`src/rtl/rtf_pkg.sv`:
```
package rtf_pkg;
  localparam int          WORD_W    = 64;
  localparam int          HDR_WORDS = 3;
  localparam logic [15:0] RT_ETYPE  = 16'h5CE0;
  localparam logic [47:0] BCAST     = 48'hFFFF_FFFF_FFFF;
endpackage

```
`src/rtl/rtf_hdr_parse.sv`:
```
module rtf_hdr_parse
  import rtf_pkg::*;
#(
  parameter int NUM_CH = 4,
  parameter int DEPTH  = 8,
  localparam int CH_W  = (NUM_CH > 1) ? $clog2(NUM_CH) : 1,
  localparam int AW    = (DEPTH > 1) ? $clog2(DEPTH) : 1,
  localparam int LEN_W = $clog2(DEPTH + 1)
) (
  input  logic              clk,
  input  logic              rst_n,
  input  logic              beat,
  input  logic [WORD_W-1:0] data,
  input  logic              last,
  output logic              stg_we,
  output logic [AW-1:0]     stg_addr,
  output logic              cm_valid,
  output logic [CH_W-1:0]   cm_ch,
  output logic [LEN_W-1:0]  cm_len,
  output logic [15:0]       cm_tcnt,
  output logic              ok_pulse,
  output logic              bad_pulse
);
  localparam int CNT_W   = $clog2(DEPTH + HDR_WORDS + 1) + 1;
  localparam logic [CNT_W-1:0] IDX_MAX = '1;

  logic [CNT_W-1:0] idx_q;
  logic [47:0]      dst_q;
  logic [15:0]      etype_q, dlen_q, chan_q, tcnt_q;
  logic [15:0]      chan_e, tcnt_e;
  logic [CNT_W-1:0] pidx;
  logic             hdr_done, verdict;

  always_ff @(posedge clk or negedge rst_n) begin
    if (!rst_n) begin
      idx_q <= '0;
    end else if (beat) begin
      if (last)                 idx_q <= '0;
      else if (idx_q != IDX_MAX) idx_q <= idx_q + 1'b1;
    end
  end

  always_ff @(posedge clk or negedge rst_n) begin
    if (!rst_n) begin
      dst_q   <= '0;
      etype_q <= '0;
      dlen_q  <= '0;
      chan_q  <= '0;
      tcnt_q  <= '0;
    end else if (beat) begin
      case (idx_q)
        CNT_W'(0): dst_q <= data[63:16];
        CNT_W'(1): begin
          etype_q <= data[31:16];
          dlen_q  <= data[15:0];
        end
        CNT_W'(2): begin
          chan_q <= data[63:48];
          tcnt_q <= data[31:16];
        end
        default: ;
      endcase
    end
  end

  assign chan_e   = (idx_q == CNT_W'(2)) ? data[63:48] : chan_q;
  assign tcnt_e   = (idx_q == CNT_W'(2)) ? data[31:16] : tcnt_q;
  assign hdr_done = idx_q >= CNT_W'(2);
  assign pidx     = idx_q - CNT_W'(HDR_WORDS);

  always_comb begin
    verdict = hdr_done
           && (dst_q == BCAST)
           && (etype_q == RT_ETYPE)
           && (32'(chan_e) < 32'(NUM_CH))
           && (dlen_q != 16'd0)
           && (32'(dlen_q) <= 32'(DEPTH))
           && (32'(idx_q) - 32'd2 == 32'(dlen_q));
  end

  assign stg_we   = beat && (idx_q >= CNT_W'(HDR_WORDS)) && (32'(pidx) < 32'(DEPTH));
  assign stg_addr = pidx[AW-1:0];

  always_ff @(posedge clk or negedge rst_n) begin
    if (!rst_n) begin
      cm_valid  <= 1'b0;
      ok_pulse  <= 1'b0;
      bad_pulse <= 1'b0;
      cm_ch     <= '0;
      cm_len    <= '0;
      cm_tcnt   <= '0;
    end else if (beat && last) begin
      cm_valid  <= verdict;
      ok_pulse  <= verdict;
      bad_pulse <= !verdict;
      cm_ch     <= chan_e[CH_W-1:0];
      cm_len    <= dlen_q[LEN_W-1:0];
      cm_tcnt   <= tcnt_e;
    end else begin
      cm_valid  <= 1'b0;
      ok_pulse  <= 1'b0;
      bad_pulse <= 1'b0;
    end
  end
endmodule

```
`src/rtl/rtf_stage.sv`:
```
module rtf_stage
  import rtf_pkg::*;
#(
  parameter int DEPTH = 8,
  localparam int AW   = (DEPTH > 1) ? $clog2(DEPTH) : 1
) (
  input  logic                         clk,
  input  logic                         rst_n,
  input  logic                         we,
  input  logic [AW-1:0]                addr,
  input  logic [WORD_W-1:0]            wdata,
  output logic [DEPTH-1:0][WORD_W-1:0] words
);
  always_ff @(posedge clk or negedge rst_n) begin
    if (!rst_n)  words       <= '0;
    else if (we) words[addr] <= wdata;
  end
endmodule

```
`src/rtl/rtf_chan_bufs.sv`:
```
module rtf_chan_bufs
  import rtf_pkg::*;
#(
  parameter int NUM_CH = 4,
  parameter int DEPTH  = 8,
  localparam int CH_W  = (NUM_CH > 1) ? $clog2(NUM_CH) : 1,
  localparam int AW    = (DEPTH > 1) ? $clog2(DEPTH) : 1,
  localparam int LEN_W = $clog2(DEPTH + 1)
) (
  input  logic                         clk,
  input  logic                         rst_n,
  input  logic                         cm_valid,
  input  logic [CH_W-1:0]              cm_ch,
  input  logic [LEN_W-1:0]             cm_len,
  input  logic [15:0]                  cm_tcnt,
  input  logic [DEPTH-1:0][WORD_W-1:0] stage,
  input  logic [CH_W-1:0]              rd_ch,
  input  logic [AW-1:0]                rd_word,
  output logic [WORD_W-1:0]            rd_data,
  output logic                         rd_valid,
  output logic [15:0]                  rd_tcnt,
  output logic [LEN_W-1:0]             rd_len,
  output logic [NUM_CH-1:0]            valid_vec
);
  logic [NUM_CH-1:0][DEPTH-1:0][WORD_W-1:0] mem_all;
  logic [NUM_CH-1:0][15:0]                  tc_all;
  logic [NUM_CH-1:0][LEN_W-1:0]             len_all;

  for (genvar c = 0; c < NUM_CH; c++) begin : g_ch
    logic [DEPTH-1:0][WORD_W-1:0] mem_q;
    logic                         val_q;
    logic [15:0]                  tc_q;
    logic [LEN_W-1:0]             len_q;
    logic                         hit;

    assign hit = cm_valid && (cm_ch == CH_W'(c));

    always_ff @(posedge clk or negedge rst_n) begin
      if (!rst_n) begin
        mem_q <= '0;
        val_q <= 1'b0;
        tc_q  <= '0;
        len_q <= '0;
      end else if (hit) begin
        for (int w = 0; w < DEPTH; w++)
          mem_q[w] <= (32'(w) < 32'(cm_len)) ? stage[w] : '0;
        val_q <= 1'b1;
        tc_q  <= cm_tcnt;
        len_q <= cm_len;
      end
    end

    assign mem_all[c]   = mem_q;
    assign valid_vec[c] = val_q;
    assign tc_all[c]    = tc_q;
    assign len_all[c]   = len_q;
  end

  always_ff @(posedge clk or negedge rst_n) begin
    if (!rst_n) begin
      rd_data  <= '0;
      rd_valid <= 1'b0;
      rd_tcnt  <= '0;
      rd_len   <= '0;
    end else if (32'(rd_ch) < 32'(NUM_CH)) begin
      rd_data  <= (32'(rd_word) < 32'(DEPTH)) ? mem_all[rd_ch][rd_word] : '0;
      rd_valid <= valid_vec[rd_ch];
      rd_tcnt  <= tc_all[rd_ch];
      rd_len   <= len_all[rd_ch];
    end else begin
      rd_data  <= '0;
      rd_valid <= 1'b0;
      rd_tcnt  <= '0;
      rd_len   <= '0;
    end
  end
endmodule

```
`src/rtl/rt_rx_filter.sv`:
```
module rt_rx_filter
  import rtf_pkg::*;
#(
  parameter int NUM_CH = 4,
  parameter int DEPTH  = 8,
  localparam int CH_W  = (NUM_CH > 1) ? $clog2(NUM_CH) : 1,
  localparam int AW    = (DEPTH > 1) ? $clog2(DEPTH) : 1,
  localparam int LEN_W = $clog2(DEPTH + 1)
) (
  input  logic              clk,
  input  logic              rst_n,
  input  logic              s_valid,
  output logic              s_ready,
  input  logic [WORD_W-1:0] s_data,
  input  logic              s_last,
  input  logic [CH_W-1:0]   rd_ch,
  input  logic [AW-1:0]     rd_word,
  output logic [WORD_W-1:0] rd_data,
  output logic              rd_valid,
  output logic [15:0]       rd_tcnt,
  output logic [LEN_W-1:0]  rd_len,
  output logic              frame_ok,
  output logic              frame_bad
);
  logic                         rdy_q, beat;
  logic                         stg_we;
  logic [AW-1:0]                stg_addr;
  logic [DEPTH-1:0][WORD_W-1:0] stg_words;
  logic                         cm_valid;
  logic [CH_W-1:0]              cm_ch;
  logic [LEN_W-1:0]             cm_len;
  logic [15:0]                  cm_tcnt;
  logic [NUM_CH-1:0]            ch_valid;

  always_ff @(posedge clk or negedge rst_n) begin
    if (!rst_n) rdy_q <= 1'b0;
    else        rdy_q <= 1'b1;
  end

  assign s_ready = rdy_q;
  assign beat    = s_valid && rdy_q;

  rtf_hdr_parse #(.NUM_CH(NUM_CH), .DEPTH(DEPTH)) parse_i (
    .clk(clk), .rst_n(rst_n), .beat(beat), .data(s_data), .last(s_last),
    .stg_we(stg_we), .stg_addr(stg_addr),
    .cm_valid(cm_valid), .cm_ch(cm_ch), .cm_len(cm_len), .cm_tcnt(cm_tcnt),
    .ok_pulse(frame_ok), .bad_pulse(frame_bad)
  );

  rtf_stage #(.DEPTH(DEPTH)) stage_i (
    .clk(clk), .rst_n(rst_n), .we(stg_we), .addr(stg_addr),
    .wdata(s_data), .words(stg_words)
  );

  rtf_chan_bufs #(.NUM_CH(NUM_CH), .DEPTH(DEPTH)) bufs_i (
    .clk(clk), .rst_n(rst_n),
    .cm_valid(cm_valid), .cm_ch(cm_ch), .cm_len(cm_len), .cm_tcnt(cm_tcnt),
    .stage(stg_words),
    .rd_ch(rd_ch), .rd_word(rd_word),
    .rd_data(rd_data), .rd_valid(rd_valid), .rd_tcnt(rd_tcnt), .rd_len(rd_len),
    .valid_vec(ch_valid)
  );
endmodule

```
`config.mk`:
```
export PLATFORM = sky130hd
export DESIGN_NAME = rt_rx_filter
export DESIGN_NICKNAME = d
export VERILOG_FILES = /design/src/rtl/rtf_pkg.sv /design/src/rtl/rtf_hdr_parse.sv /design/src/rtl/rtf_stage.sv /design/src/rtl/rtf_chan_bufs.sv /design/src/rtl/rt_rx_filter.sv
export SDC_FILE = /design/constraint.sdc
export NUM_CORES = 2
export LEC_CHECK = 0
export ABC_AREA = 1
export BUFFER_PORTS_ARGS = -buffer_cell sky130_fd_sc_hd__buf_2
export CAP_MARGIN = 20
export CORE_MARGIN = 4
export CORE_UTILIZATION = 56
export CTS_CLUSTER_DIAMETER = 80
export DETAILED_ROUTE_END_ITERATION = 8
export PLACE_DENSITY = 0.72
export SYNTH_ARGS = -nofsm -noshare
export SYNTH_HDL_FRONTEND = slang
export SYNTH_SLANG_ARGS = --single-unit
```
`constraint.sdc`:
```
create_clock -name clk -period 2.32 [get_ports clk]
set_input_delay 0.348 -clock clk [delete_from_list [all_inputs] [get_ports clk]]
set_output_delay 0.348 -clock clk [all_outputs]
set_load 0.02 [all_outputs]
```
==> Flow_metrics.wiki <==
{| class="wikitable"
! Metric !! Value
|-
| Layout overhead on the synthesized area || 14.5%
|-
| Average instance area after synthesis || 8.44 sq um
|-
| Rows || 171
|-
| Compound-gate portion of the synthesized area || 17.0%
|-
| Slack of the critical path || 0.00851 ns
|-
| CTS tree || done
|-
| Drt initial violations || 12400
|-
| Post-synthesis share of cell area spent on xor and xnor gates || 0.0286%
|-
| Critical Path End Type || register
|-
| Setup WS pre-CTS || 0.0733 ns
|-
| Worst clock skew || 0.0701 ns
|-
| Number of register bits inferred by synthesis || 2871
|-
| Slew Viols, Final || 0
|-
| Post-detailed-route count of antenna-violating nets || 0
|-
| Pleak || 63.6 nW
|-
| Transition time at the pin with the least slew margin || 1.08 ns
|-
| Adder-cell share of the synthesized area || 0.0817%
|-
| Crit share post-route || 99.6%
|-
| Clock transition time at the flip-flop clock pins of the worst setup and hold paths || 0.06 ns
|-
| Die width || 476 microns
|-
| Global-route congestion overflow total || 0
|-
| First-pass GRT wire length || 600 mm
|-
| Die Span Y || 476 microns
|-
| Number of antenna violations at the first check in global routing || 18
|-
| Setup-failing EPs final || 0
|-
| Gate Count Post-Synth || 14500
|-
| DPL Wire Length || 227 mm
|-
| Final estimated routing congestion in global placement || 0.841
|-
| Shortest clock period the worst path allows after layout || 2.31 ns
|-
| Pwr per Cell Area || 838 nW/um^2
|-
| Relative max-transition margin || 28.2%
|-
| Combinational family with the most area after synthesis || simple AND/OR/NAND/NOR gates
|-
| DR vias/cell || 6.07
|-
| Fraction of final layout cells with drive strength greater than 1 || 8.08%
|-
| Final #Nets || 14500
|-
| Element type at the critical path start || register
|-
| Port buffer count || 160
|-
| Portion of netlist area occupied by mux cells || 0%
|-
| Cts bufs inserted || 311
|-
| Number of warning messages in the yosys log || 0
|-
| Num ports || 161
|-
| Vias in the first global route || 104000
|-
| Overall power consumption || 118 mW
|-
| Final Hold Viols || 0
|-
| DRC violation count after routing || 0
|-
| Sequential Area || 71900 sq um
|-
| Clk sink count || 2871
|-
| FILL cells || 17400
|-
| Maximum root-to-sink buffer count || 4
|-
| Die area || 226000 sq um
|-
| Area taken by multi-input logic gates || 45100 sq um
|-
| Max frequency || 433 MHz
|-
| Cell at the root of the clock tree || sky130_fd_sc_hd__clkbuf_16
|-
| Starting utilization of the core area || 56.4%
|-
| Placeable core region || 217000 sq um
|-
| Outcome || completed
|-
| Post-route setup TNS || 0 ns
|-
| Post-synthesis instance area || 123000 sq um
|-
| CTS H-Tree Depth || 5
|-
| Synthesized net count || 14600
|-
| Max-cap viol count || 0
|-
| Global Route Usage Sum || 33.8%
|-
| DRT Wirelength || 386 mm
|-
| Routed wire per std cell || 22.0 microns
|-
| Share of the yosys chip area belonging to registers || 58.6%
|-
| Simple-Gate Fraction of Synth Area || 19.4%
|-
| Insertion delay to the later sink of the worst-skew pair || 0.95 ns
|-
| Number of distinct library cells after synthesis || 27
|-
| Worst Setup Path Type || reg2reg
|-
| Pin count of the biggest net entering global routing || 210
|-
| CP arrival || 3.07 ns
|-
| Largest voltage drop on the vdd net || 1430 uV
|-
| Crit Path Max Fanout || 209
|-
| Required time of the critical path || 3.07 ns
|-
| Routed vias || 106000
|-
| Worst Hold Class || in2reg
|-
| Drt first pass iters || 6
|}
-- state kept, by name, summed over array words and instances, names as in the netlist, 5 cells and up --
| register | flops |
|---|---|
| bufs_i.g_ch.len_q | 16 |
| bufs_i.g_ch.mem_q | 2048 |
| bufs_i.g_ch.tc_q | 64 |
| parse_i.cm_tcnt | 16 |
| stage_i.words | 512 |
| parse_i.idx_q | 5 |
| parse_i.etype_q | 16 |
| parse_i.tcnt_q | 16 |
| parse_i.dst_q | 48 |
| parse_i.chan_q | 16 |
| bufs_i.rd_data | 64 |
| parse_i.dlen_q | 16 |
| bufs_i.rd_tcnt | 16 |
-- layout make-up --
cell class,count,share of cell area [%]
diodes,7,0.0125
inverters,314,0.883
repair buffers,732,6.06
well taps,2854,2.55
multi-input cells,10200,32.1
clock buffers,448,6.42
flip-flops and latches,2871,51.2
clock inverters,77,0.752
-- power breakdown --
| part | switching [mW] | internal, mW |
|---|---|---|
| clock network | 20.0 | 29.5 |
| logic | 10.7 | 3.68 |
| registers | 1.41 | 52.3 |
-- cell usage after synthesis (all sizes together) --
cell type | number | share of area, %
nand2 | 4561 | 14
buf | 357 | 1.4
o211ai | 3 | 0.018
o31ai | 2 | 0.012
nand3 | 613 | 2.5
inv | 312 | 0.96
conb | 1 | 0.0031
xor2 | 4 | 0.029
o22ai | 371 | 1.9
nor2 | 915 | 2.8
nand3b | 1 | 0.0061
a31oi | 2 | 0.010
a21oi | 148 | 0.60
or2 | 4 | 0.020
dfrtp | 2871 | 59
nor3 | 5 | 0.066
clkbuf | 774 | 2.4
clkinv | 2 | 0.0061
o21ai | 3552 | 15
ha | 8 | 0.082
nand4 | 14 | 0.071
-- final timing paths --
| check | startpoint | cells past startpoint | endpoint | slack (ns) |
|---|---|---|---|---|
| worst max-delay path | parse_i.cm_ch[1]$_DFFE_PN0P_ | 6 | bufs_i.g_ch[3].mem_q[105]$_DFFE_PN0P_ | 0.009 |
| worst min-delay path | s_data[5] | 3 | stage_i.words[197]$_DFFE_PN0P_ | 0.02 |
| worst max register to register | parse_i.cm_ch[1]$_DFFE_PN0P_ | 6 | bufs_i.g_ch[3].mem_q[105]$_DFFE_PN0P_ | 0.009 |
| worst min register to register | bufs_i.g_ch[0].mem_q[241]$_DFFE_PN0P_ | 2 | bufs_i.g_ch[0].mem_q[241]$_DFFE_PN0P_ | 0.46 |
| max in group asynchronous | rst_n | 4 | bufs_i.g_ch[0].mem_q[299]$_DFFE_PN0P_ | 1.19 |
| min in group asynchronous | rst_n | 3 | bufs_i.g_ch[2].mem_q[324]$_DFFE_PN0P_ | 0.11 |
-- layer usage --
layer,routed length [microns],part of all wire (%),global-route usage [%]
met5,56,0.015,0
met2,175000,45,53.1
met3,39300,10,6.09
met1,152000,39,46.5
met4,19100,4.9,14.7
-- logic make-up (layout without fill, tap and decap cells) --
family          Yosys count  in the layout
simple gates           6113           6113
xor+xnor                  4              4
flops                  2871           2871
other cells               1              8
compound gates         4078           4078
fa+ha+maj                 8              8
buf+inv                1445           1571
-- what timing repair did --
item / CTS / global route
resized for setup: 0 / 22
setup endpoints to repair: 0 / 123
endpoints found under the hold margin: 2435 / 0
hold buffers: 52 / 0
setup buffers: 0 / 1
-- worst max-delay path: stages (launching register included) --
cell and delay, ns:
sky130_fd_sc_hd__dfrtp_1 0.54, sky130_fd_sc_hd__inv_2 0.12, sky130_fd_sc_hd__nor3_4 0.34, sky130_fd_sc_hd__inv_8 0.14, sky130_fd_sc_hd__buf_16 0.25, sky130_fd_sc_hd__nand2_1 0.26, sky130_fd_sc_hd__o21ai_0 0.13
-- layout by cell type, fill, tap and decap left out, types with 5 or more instances in the layout --
| master | count |
|---|---|
| sky130_fd_sc_hd__dfrtp_1 | 2868 |
| sky130_fd_sc_hd__nand4_1 | 14 |
| sky130_fd_sc_hd__buf_4 | 263 |
| sky130_fd_sc_hd__o21ai_1 | 86 |
| sky130_fd_sc_hd__nand3_1 | 608 |
| sky130_fd_sc_hd__buf_6 | 7 |
| sky130_fd_sc_hd__nand2_4 | 6 |
| sky130_fd_sc_hd__inv_6 | 6 |
| sky130_fd_sc_hd__a21oi_1 | 148 |
| sky130_fd_sc_hd__clkinv_2 | 39 |
| sky130_fd_sc_hd__clkbuf_1 | 69 |
| sky130_fd_sc_hd__diode_2 | 7 |
| sky130_fd_sc_hd__nand2_1 | 4551 |
| sky130_fd_sc_hd__ha_1 | 7 |
| sky130_fd_sc_hd__inv_1 | 301 |
| sky130_fd_sc_hd__clkbuf_8 | 65 |
| sky130_fd_sc_hd__buf_2 | 154 |
| sky130_fd_sc_hd__clkinvlp_4 | 5 |
| sky130_fd_sc_hd__bufinv_16 | 24 |
| sky130_fd_sc_hd__o21ai_0 | 3464 |
| sky130_fd_sc_hd__clkbuf_16 | 318 |
| sky130_fd_sc_hd__inv_8 | 7 |
| sky130_fd_sc_hd__buf_12 | 245 |
| sky130_fd_sc_hd__dlygate4sd3_1 | 52 |
| sky130_fd_sc_hd__o22ai_1 | 371 |
| sky130_fd_sc_hd__nor3_4 | 5 |
| sky130_fd_sc_hd__nor2_1 | 910 |
-- metrics by stage --
step	cells	utilization, %	hold slack, ns	area [sq um]
after floorplan	14500	-	0.0524	123000
after global placement	16900	59.6	0.221	130000
after detailed placement	16900	59.6	0.220	130000
after CTS	17500	64.4	0.000225	140000
after global routing	17500	64.5	0.0162	140000
final	17500	64.5	0.0229	140000
Power figures use the tool's default switching activity.
